## src/rtl/a429_tx_pkg.sv

```systemverilog
package a429_tx_pkg;
    typedef enum logic [2:0] {
        ST_IDLE,
        ST_WAIT,
        ST_LO,
        ST_GAP,
        ST_HI,
        ST_SETTLE
    } seq_state_t;

    localparam int CTRL_GO_BIT    = 0;
    localparam int CTRL_FLUSH_BIT = 1;
    localparam int CTRL_ACK_BIT   = 2;
endpackage

```

## src/rtl/a429_tx_store.sv

```systemverilog
module a429_tx_store #(
    parameter int DEPTH  = 20,
    parameter int WORD_W = 32,
    localparam int AW    = $clog2(DEPTH + 1)
) (
    input  logic              clk,
    input  logic              we,
    input  logic [AW-1:0]     waddr,
    input  logic [WORD_W-1:0] wdata,
    input  logic [AW-1:0]     raddr,
    output logic [WORD_W-1:0] rdata
);
    logic [WORD_W-1:0] mem_q [DEPTH];

    always_ff @(posedge clk) begin
        if (we && (int'(waddr) < DEPTH)) begin
            mem_q[waddr] <= wdata;
        end
    end

    always_comb begin
        rdata = '0;
        if (int'(raddr) < DEPTH) begin
            rdata = mem_q[raddr];
        end
    end
endmodule

```

## src/rtl/a429_tx_fill.sv

```systemverilog
module a429_tx_fill #(
    parameter int DEPTH = 20,
    localparam int CW   = $clog2(DEPTH + 1)
) (
    input  logic          clk,
    input  logic          rst_n,
    input  logic          data_we,
    input  logic          busy,
    input  logic          flush,
    input  logic          done,
    output logic          ram_we,
    output logic [CW-1:0] ram_waddr,
    output logic [CW-1:0] count
);
    typedef struct packed {
        logic [CW-1:0] count;
    } fill_t;

    fill_t st_d, st_q;

    always_comb begin
        st_d   = st_q;
        ram_we = data_we && !busy && !flush && (int'(st_q.count) < DEPTH);
        if (flush || done) begin
            st_d.count = '0;
        end else if (ram_we) begin
            st_d.count = st_q.count + CW'(1);
        end
    end

    always_ff @(posedge clk) begin
        if (!rst_n) begin
            st_q <= '0;
        end else begin
            st_q <= st_d;
        end
    end

    assign ram_waddr = st_q.count;
    assign count     = st_q.count;

    assert_count_cap_R2: assert property (@(posedge clk) disable iff (!rst_n)
        int'(count) <= DEPTH);

    assert_busy_write_ignored_R9: assert property (@(posedge clk) disable iff (!rst_n)
        (busy && !flush && !done) |=> $stable(count));

    assert_flush_clears_R10: assert property (@(posedge clk) disable iff (!rst_n)
        flush |=> (count == '0));
endmodule

```

## src/rtl/a429_tx_seq.sv

```systemverilog
module a429_tx_seq
    import a429_tx_pkg::*;
#(
    parameter int DEPTH  = 20,
    parameter int WORD_W = 32,
    localparam int CW    = $clog2(DEPTH + 1),
    localparam int HALF  = WORD_W / 2
) (
    input  logic              clk,
    input  logic              rst_n,
    input  logic              go,
    input  logic              flush,
    input  logic              ack,
    input  logic [CW-1:0]     count,
    input  logic [WORD_W-1:0] rdata,
    input  logic              xcvr_ready,
    output logic [CW-1:0]     raddr,
    output logic              busy,
    output logic              done,
    output logic              irq,
    output logic [HALF-1:0]   xcvr_data,
    output logic              xcvr_wr
);
    typedef struct packed {
        seq_state_t      state;
        logic [CW-1:0]   idx;
        logic [CW-1:0]   last;
        logic [HALF-1:0] data;
        logic            wr;
        logic            irq;
    } seq_t;

    seq_t st_d, st_q;
    logic is_busy;
    logic start;

    assign is_busy = (st_q.state != ST_IDLE);
    assign start   = go && !flush && !is_busy && (count != '0);

    always_comb begin
        st_d    = st_q;
        st_d.wr = 1'b0;
        done    = 1'b0;
        if (ack) begin
            st_d.irq = 1'b0;
        end
        unique case (st_q.state)
            ST_IDLE: begin
                if (start) begin
                    st_d.state = ST_WAIT;
                    st_d.idx   = '0;
                    st_d.last  = count - CW'(1);
                end
            end
            ST_WAIT: begin
                if (xcvr_ready) begin
                    st_d.state = ST_LO;
                    st_d.data  = rdata[HALF-1:0];
                    st_d.wr    = 1'b1;
                end
            end
            ST_LO: begin
                st_d.state = ST_GAP;
            end
            ST_GAP: begin
                st_d.state = ST_HI;
                st_d.data  = rdata[WORD_W-1:HALF];
                st_d.wr    = 1'b1;
            end
            ST_HI: begin
                if (st_q.idx == st_q.last) begin
                    st_d.state = ST_IDLE;
                    st_d.irq   = 1'b1;
                    done       = 1'b1;
                end else begin
                    st_d.state = ST_SETTLE;
                    st_d.idx   = st_q.idx + CW'(1);
                end
            end
            ST_SETTLE: begin
                st_d.state = ST_WAIT;
            end
            default: begin
                st_d.state = ST_IDLE;
            end
        endcase
        if (flush) begin
            st_d.state = ST_IDLE;
            st_d.wr    = 1'b0;
            st_d.irq   = st_q.irq && !ack;
            done       = 1'b0;
        end
    end

    always_ff @(posedge clk) begin
        if (!rst_n) begin
            st_q       <= '0;
            st_q.state <= ST_IDLE;
        end else begin
            st_q <= st_d;
        end
    end

    assign raddr     = st_q.idx;
    assign busy      = is_busy;
    assign irq       = st_q.irq;
    assign xcvr_data = st_q.data;
    assign xcvr_wr   = st_q.wr;

    assert_strobe_gap_R4: assert property (@(posedge clk) disable iff (!rst_n)
        xcvr_wr |=> !xcvr_wr);

    assert_low_after_ready_R5: assert property (@(posedge clk) disable iff (!rst_n)
        (st_q.state == ST_LO) |-> $past(xcvr_ready));

    assert_strobe_only_busy_R4: assert property (@(posedge clk) disable iff (!rst_n)
        xcvr_wr |-> busy);

    assert_irq_on_finish_R7: assert property (@(posedge clk) disable iff (!rst_n)
        $rose(irq) |-> $fell(busy));

    assert_irq_hold_R8: assert property (@(posedge clk) disable iff (!rst_n)
        (irq && !$past(ack)) |-> $past(irq) || $fell(busy));
endmodule

```

## src/rtl/a429_tx_frame_buf.sv

```systemverilog
module a429_tx_frame_buf
    import a429_tx_pkg::*;
#(
    parameter int DEPTH  = 20,
    parameter int WORD_W = 32,
    localparam int CW    = $clog2(DEPTH + 1),
    localparam int HALF  = WORD_W / 2
) (
    input  logic              clk,
    input  logic              rst_n,
    input  logic              host_we,
    input  logic              host_ctrl,
    input  logic [WORD_W-1:0] host_wdata,
    output logic              busy,
    output logic [CW-1:0]     word_count,
    output logic              irq,
    output logic              host_xcvr_ready,
    input  logic              xcvr_ready,
    output logic [HALF-1:0]   xcvr_data,
    output logic              xcvr_wr
);
    logic              data_we;
    logic              ctrl_we;
    logic              go;
    logic              flush;
    logic              ack;
    logic              done;
    logic              ram_we;
    logic [CW-1:0]     ram_waddr;
    logic [CW-1:0]     ram_raddr;
    logic [WORD_W-1:0] ram_rdata;

    assign data_we = host_we && !host_ctrl;
    assign ctrl_we = host_we && host_ctrl;
    assign go      = ctrl_we && host_wdata[CTRL_GO_BIT];
    assign flush   = ctrl_we && host_wdata[CTRL_FLUSH_BIT];
    assign ack     = ctrl_we && host_wdata[CTRL_ACK_BIT];

    assign host_xcvr_ready = xcvr_ready;

    a429_tx_store #(.DEPTH(DEPTH), .WORD_W(WORD_W)) u_store (
        .clk   (clk),
        .we    (ram_we),
        .waddr (ram_waddr),
        .wdata (host_wdata),
        .raddr (ram_raddr),
        .rdata (ram_rdata)
    );

    a429_tx_fill #(.DEPTH(DEPTH)) u_fill (
        .clk       (clk),
        .rst_n     (rst_n),
        .data_we   (data_we),
        .busy      (busy),
        .flush     (flush),
        .done      (done),
        .ram_we    (ram_we),
        .ram_waddr (ram_waddr),
        .count     (word_count)
    );

    a429_tx_seq #(.DEPTH(DEPTH), .WORD_W(WORD_W)) u_seq (
        .clk        (clk),
        .rst_n      (rst_n),
        .go         (go),
        .flush      (flush),
        .ack        (ack),
        .count      (word_count),
        .rdata      (ram_rdata),
        .xcvr_ready (xcvr_ready),
        .raddr      (ram_raddr),
        .busy       (busy),
        .done       (done),
        .irq        (irq),
        .xcvr_data  (xcvr_data),
        .xcvr_wr    (xcvr_wr)
    );
endmodule

```

## config.mk

```make
export PLATFORM = sky130hd
export DESIGN_NAME = a429_tx_frame_buf
export DESIGN_NICKNAME = d
export VERILOG_FILES = /design/src/rtl/a429_tx_pkg.sv /design/src/rtl/a429_tx_store.sv /design/src/rtl/a429_tx_fill.sv /design/src/rtl/a429_tx_seq.sv /design/src/rtl/a429_tx_frame_buf.sv
export SDC_FILE = /design/constraint.sdc
export NUM_CORES = 1
export LEC_CHECK = 0
export BUFFER_PORTS_ARGS = -buffer_cell sky130_fd_sc_hd__buf_2
export CORE_ASPECT_RATIO = 0.9
export CORE_MARGIN = 2
export CORE_UTILIZATION = 60
export DETAILED_ROUTE_END_ITERATION = 7
export GPL_TIMING_DRIVEN = 0
export PLACE_DENSITY = 0.74
export SETUP_SLACK_MARGIN = 0.05
export SYNTH_ARGS = -nofsm -noshare
export SYNTH_HDL_FRONTEND = slang
export SYNTH_SLANG_ARGS = --single-unit
```

## constraint.sdc

```tcl
create_clock -name clk -period 3.7 [get_ports clk]
set_input_delay 0.185 -clock clk [delete_from_list [all_inputs] [get_ports clk]]
set_output_delay 0.185 -clock clk [all_outputs]
set_load 0.02 [all_outputs]
```

==> out/results.tsv <==
stage	metric	value	unit
sta	drv_slew	0	
critical_path	timing.rr.start	u_fill.count[2]$_SDFFE_PP0P_	
placement	dp_hpwl	38600	µm
sta	skew	14.3	ps
global_route	track_usage	28.0	%
power_and_ir_drop	power	15.5	mW
floorplanning	io_pins	62	
drt	first_pass_iters	5	
cells_and_area	design_area	30500	µm²
placement	place_inst	2053	
drt	drt-total-wl	62600	µm
clock_tree	cts_tree	built	
critical_path	r2r_end	u_store.mem_q[13][24]$_DFFE_PP_	
placement	portBuffers	61	
yosys	synthCells	1410	
clock_tree	post_cts_buffers	0	
drt	vias	14200	
yosys	ys_types	63	
drt	drtIter0Drc	1737	
sta	setup_viol	0	
sta	rsz0062_at_grt	false	
yosys	synth-edff-count	640	
placement	place_area	28100	µm²
global_route	grt_overflow	0	
yosys	ys.flop_type	edfxtp_1	
cells_and_area	drive_gt1_share	21.9	%
sta	fin_setup_tns	0	ps
cells_and_area	n_fill_cell	2734	
clock_tree	clk_pin_slew	60	ps
drt	ant_nets	0	
yosys	ys_ff_latch	681	
sta	tightest_slew	1030	ps
global_route	grt_pass1_vias	14200	
power_and_ir_drop	pwr_density_cell	507	nW/µm²
drt	wl_per_cell	28.5	µm
global_route	grt_pass1_wl	91500	µm
sta	maxSlewHeadroom	31.1	%
yosys	synth-async-reset-ratio	0	%
sta	finalHoldViolCount	0	
critical_path	cpLargestDelayFamily	simple AND/OR/NAND/NOR gates	
global_route	antenna_found_initial	0	
floorplanning	placementRows	73	
clock_tree	cts_root_buf	clkbuf_16	
critical_path	max_stage_delay	850	ps
critical_path	path_class	reg2reg	
power_and_ir_drop	ir_drop	0.407	mV
floorplanning	die_x	225	µm
critical_path	cp-start-kind	flip-flop	
power_and_ir_drop	p_leak	9.59	nW
clock_tree	clk_latency	600	ps
critical_path	setup.worst_path.start	u_fill.count[2]$_SDFFE_PP0P_	
cells_and_area	multiInputGateArea	6020	µm²
floorplanning	die_area	45800	µm²
worst_hold_path	hold_path.class	in2reg	
cells_and_area	antenna_cells	0	
sta	finalCritPeriodShare	83.7	%
yosys	syn_avg_cell_area	18.8	µm²
floorplanning	floorplan.initialDensity	60.4	%
clock_tree	post_cts_resized	0	
critical_path	arrival	3390	ps
clock_tree	clock_sinks	681	
yosys	syn_nets	1453	
sta	finalWorstPathRequiredPeriod	3100	ps
yosys	synth.cell_area	26500	µm²
critical_path	endpoint_kind	flip-flop	
job	maxCapViolCount	0	
cells_and_area	area_growth	15.3	%
yosys	synth_seq_area_share	75.7	%
yosys	yosysWarnings	0	
clock_tree	cts_max_path_buffers	3	
clock_tree	cts_made_buffers	67	
cells_and_area	fin_nets	1630	
cells_and_area	finalNonFillerCells	2200	
clock_tree	hold_buffers	27	
critical_path	reg2reg_depth	7	
drt	via_per_inst	6.46	
critical_path	crit_buf_inv	3	
critical_path	path_depth	7	
critical_path	cp_slowest_cell	nor2_4	
floorplanning	coreArea	43800	µm²
cells_and_area	seqCellArea	20000	µm²
global_route	grt_max_degree	24	
floorplanning	die_y	203	µm
sta	fmax	0.323	GHz
critical_path	path_cells	clkbuf_1, o21ai_0, and4bb_2, buf_2, nand2_1, nor2_4, buf_16	
critical_path	required	4000	ps
critical_path	crit_end	u_store.mem_q[13][24]$_DFFE_PP_	
drt	drc	0	
clock_tree	htreeDepth	3	
critical_path	critPathMaxFanout	20	
placement	gp_congestion	0.828	
outcome	status	completed	
critical_path	reg2reg_slack	600	ps
## worst min path at each step
stage                                    startpoint                              end  slack (ps)  cells after the start
floorplan                             host_wdata[0]    u_store.mem_q[0][0]$_DFFE_PP_         280                      0
global placement    u_seq.xcvr_data[9]$_SDFFE_PN0P_  u_seq.xcvr_data[9]$_SDFFE_PN0P_         450                      1
detailed placement  u_seq.xcvr_data[1]$_SDFFE_PN0P_  u_seq.xcvr_data[1]$_SDFFE_PN0P_         460                      1
CTS                                  host_wdata[16]   u_store.mem_q[2][16]$_DFFE_PP_           2                      1
global route                         host_wdata[16]   u_store.mem_q[7][16]$_DFFE_PP_          20                      1
finish                               host_wdata[17]  u_store.mem_q[14][17]$_DFFE_PP_          30                      1
## layout make-up
type,count,share of cell area [%]
sequential,681,65.6
multi-input combinational,628,19.7
clock buffer,98,6.42
timing repair buffer,108,3.32
tap,562,2.30
buffer,96,1.81
clock inverter,22,0.758
inverter,5,0.0615
## state kept, by name (all words and copies together) (netlist names), named ones only
name             count
u_seq.xcvr_wr        1
u_seq.raddr          5
u_seq.irq            1
u_seq.xcvr_data     16
u_store.mem_q      640
u_seq.st_q           8
u_fill.count         5
## power by group
part	switching, mW	internal, mW	total (mW)
registers	0.0108	8.45	8.46
clock network	2.75	4.02	6.78
logic	0.184	0.0761	0.260
total	2.95	12.6	15.5
## logic make-up after synthesis
| logic type | synth area share (%) |
|---|---|
| XOR/XNOR | 0.397 |
| AO/OA/AOI/OAI | 5.36 |
| adder cells (fa/ha/maj) | 0.284 |
| AND/OR/NAND/NOR | 3.12 |
| multiplexers | 13.0 |
| flip-flops | 75.7 |
| buffers and inverters | 2.16 |
## stage by stage
step,hold slack (ps),worst slack (ps),utilization [%]
after floorplan,284,470,-
after global placement,447,-1320,62.7
after detailed placement,456,730,64.0
after CTS,2.33,696,69.7
after global routing,16.1,558,69.7
final,27.4,604,69.7
## layout by cell type, fill, tap and decap left out, drive strengths merged, types with 3 or more instances in the layout
| cell type | n |
|---|---|
| a21oi | 11 |
| or3b | 6 |
| edfxtp | 640 |
| a2111oi | 6 |
| o22ai | 26 |
| ha | 6 |
| a211o | 16 |
| mux2 | 16 |
| nand4 | 13 |
| or3 | 5 |
| a22oi | 62 |
| a31oi | 6 |
| nand2 | 19 |
| o211ai | 6 |
| nand3 | 15 |
| nor2b | 9 |
| xnor2 | 8 |
| and2 | 4 |
| mux4 | 67 |
| nor2 | 65 |
| buf | 151 |
| o211a | 3 |
| clkbuf | 124 |
| bufinv | 5 |
| dlygate4sd3 | 27 |
| nor3 | 5 |
| a211oi | 26 |
| o221ai | 5 |
| mux2i | 175 |
| inv | 5 |
| clkinv | 15 |
| o21ai | 22 |
| dfxtp | 41 |
| xor2 | 4 |
## per-layer routing
metal	GRT usage, %	part of all wire, %
met2	45.0	48
met5	0	0
met3	6.20	9.1
met4	9.32	3.2
met1	38.8	39
## cell usage after synthesis, drive strengths merged (2+ instances only)
library cell  count  area (µm²)
edfxtp          640       19200
mux2i           175        1750
buf              70         455
mux4             67        1510
nor2             65         244
a22oi            62         465
dfxtp            41         821
a211oi           26         208
clkbuf           26        97.6
o22ai            26         163
o21ai            22         110
nand2            19        71.3
a211o            16         141
mux2             16         180
nand3            15        75.1
nand4            13        81.3
a21oi            11        58.8
nor2b             9        56.3
xnor2             8        70.1
a2111oi           6        52.6
a31oi             6        43.8
ha                6        75.1
o211ai            6        45.0
or3b              6        52.6
inv               5        18.8
nor3              5        41.3
o221ai            5        43.8
or3               5        36.3
and2              4        25.0
xor2              4        35.0
o211a             3        30.0
and2b             2        16.3
nor4bb            2        20.0
or2               2        12.5
Note: power is estimated with default switching activity, not from simulation.
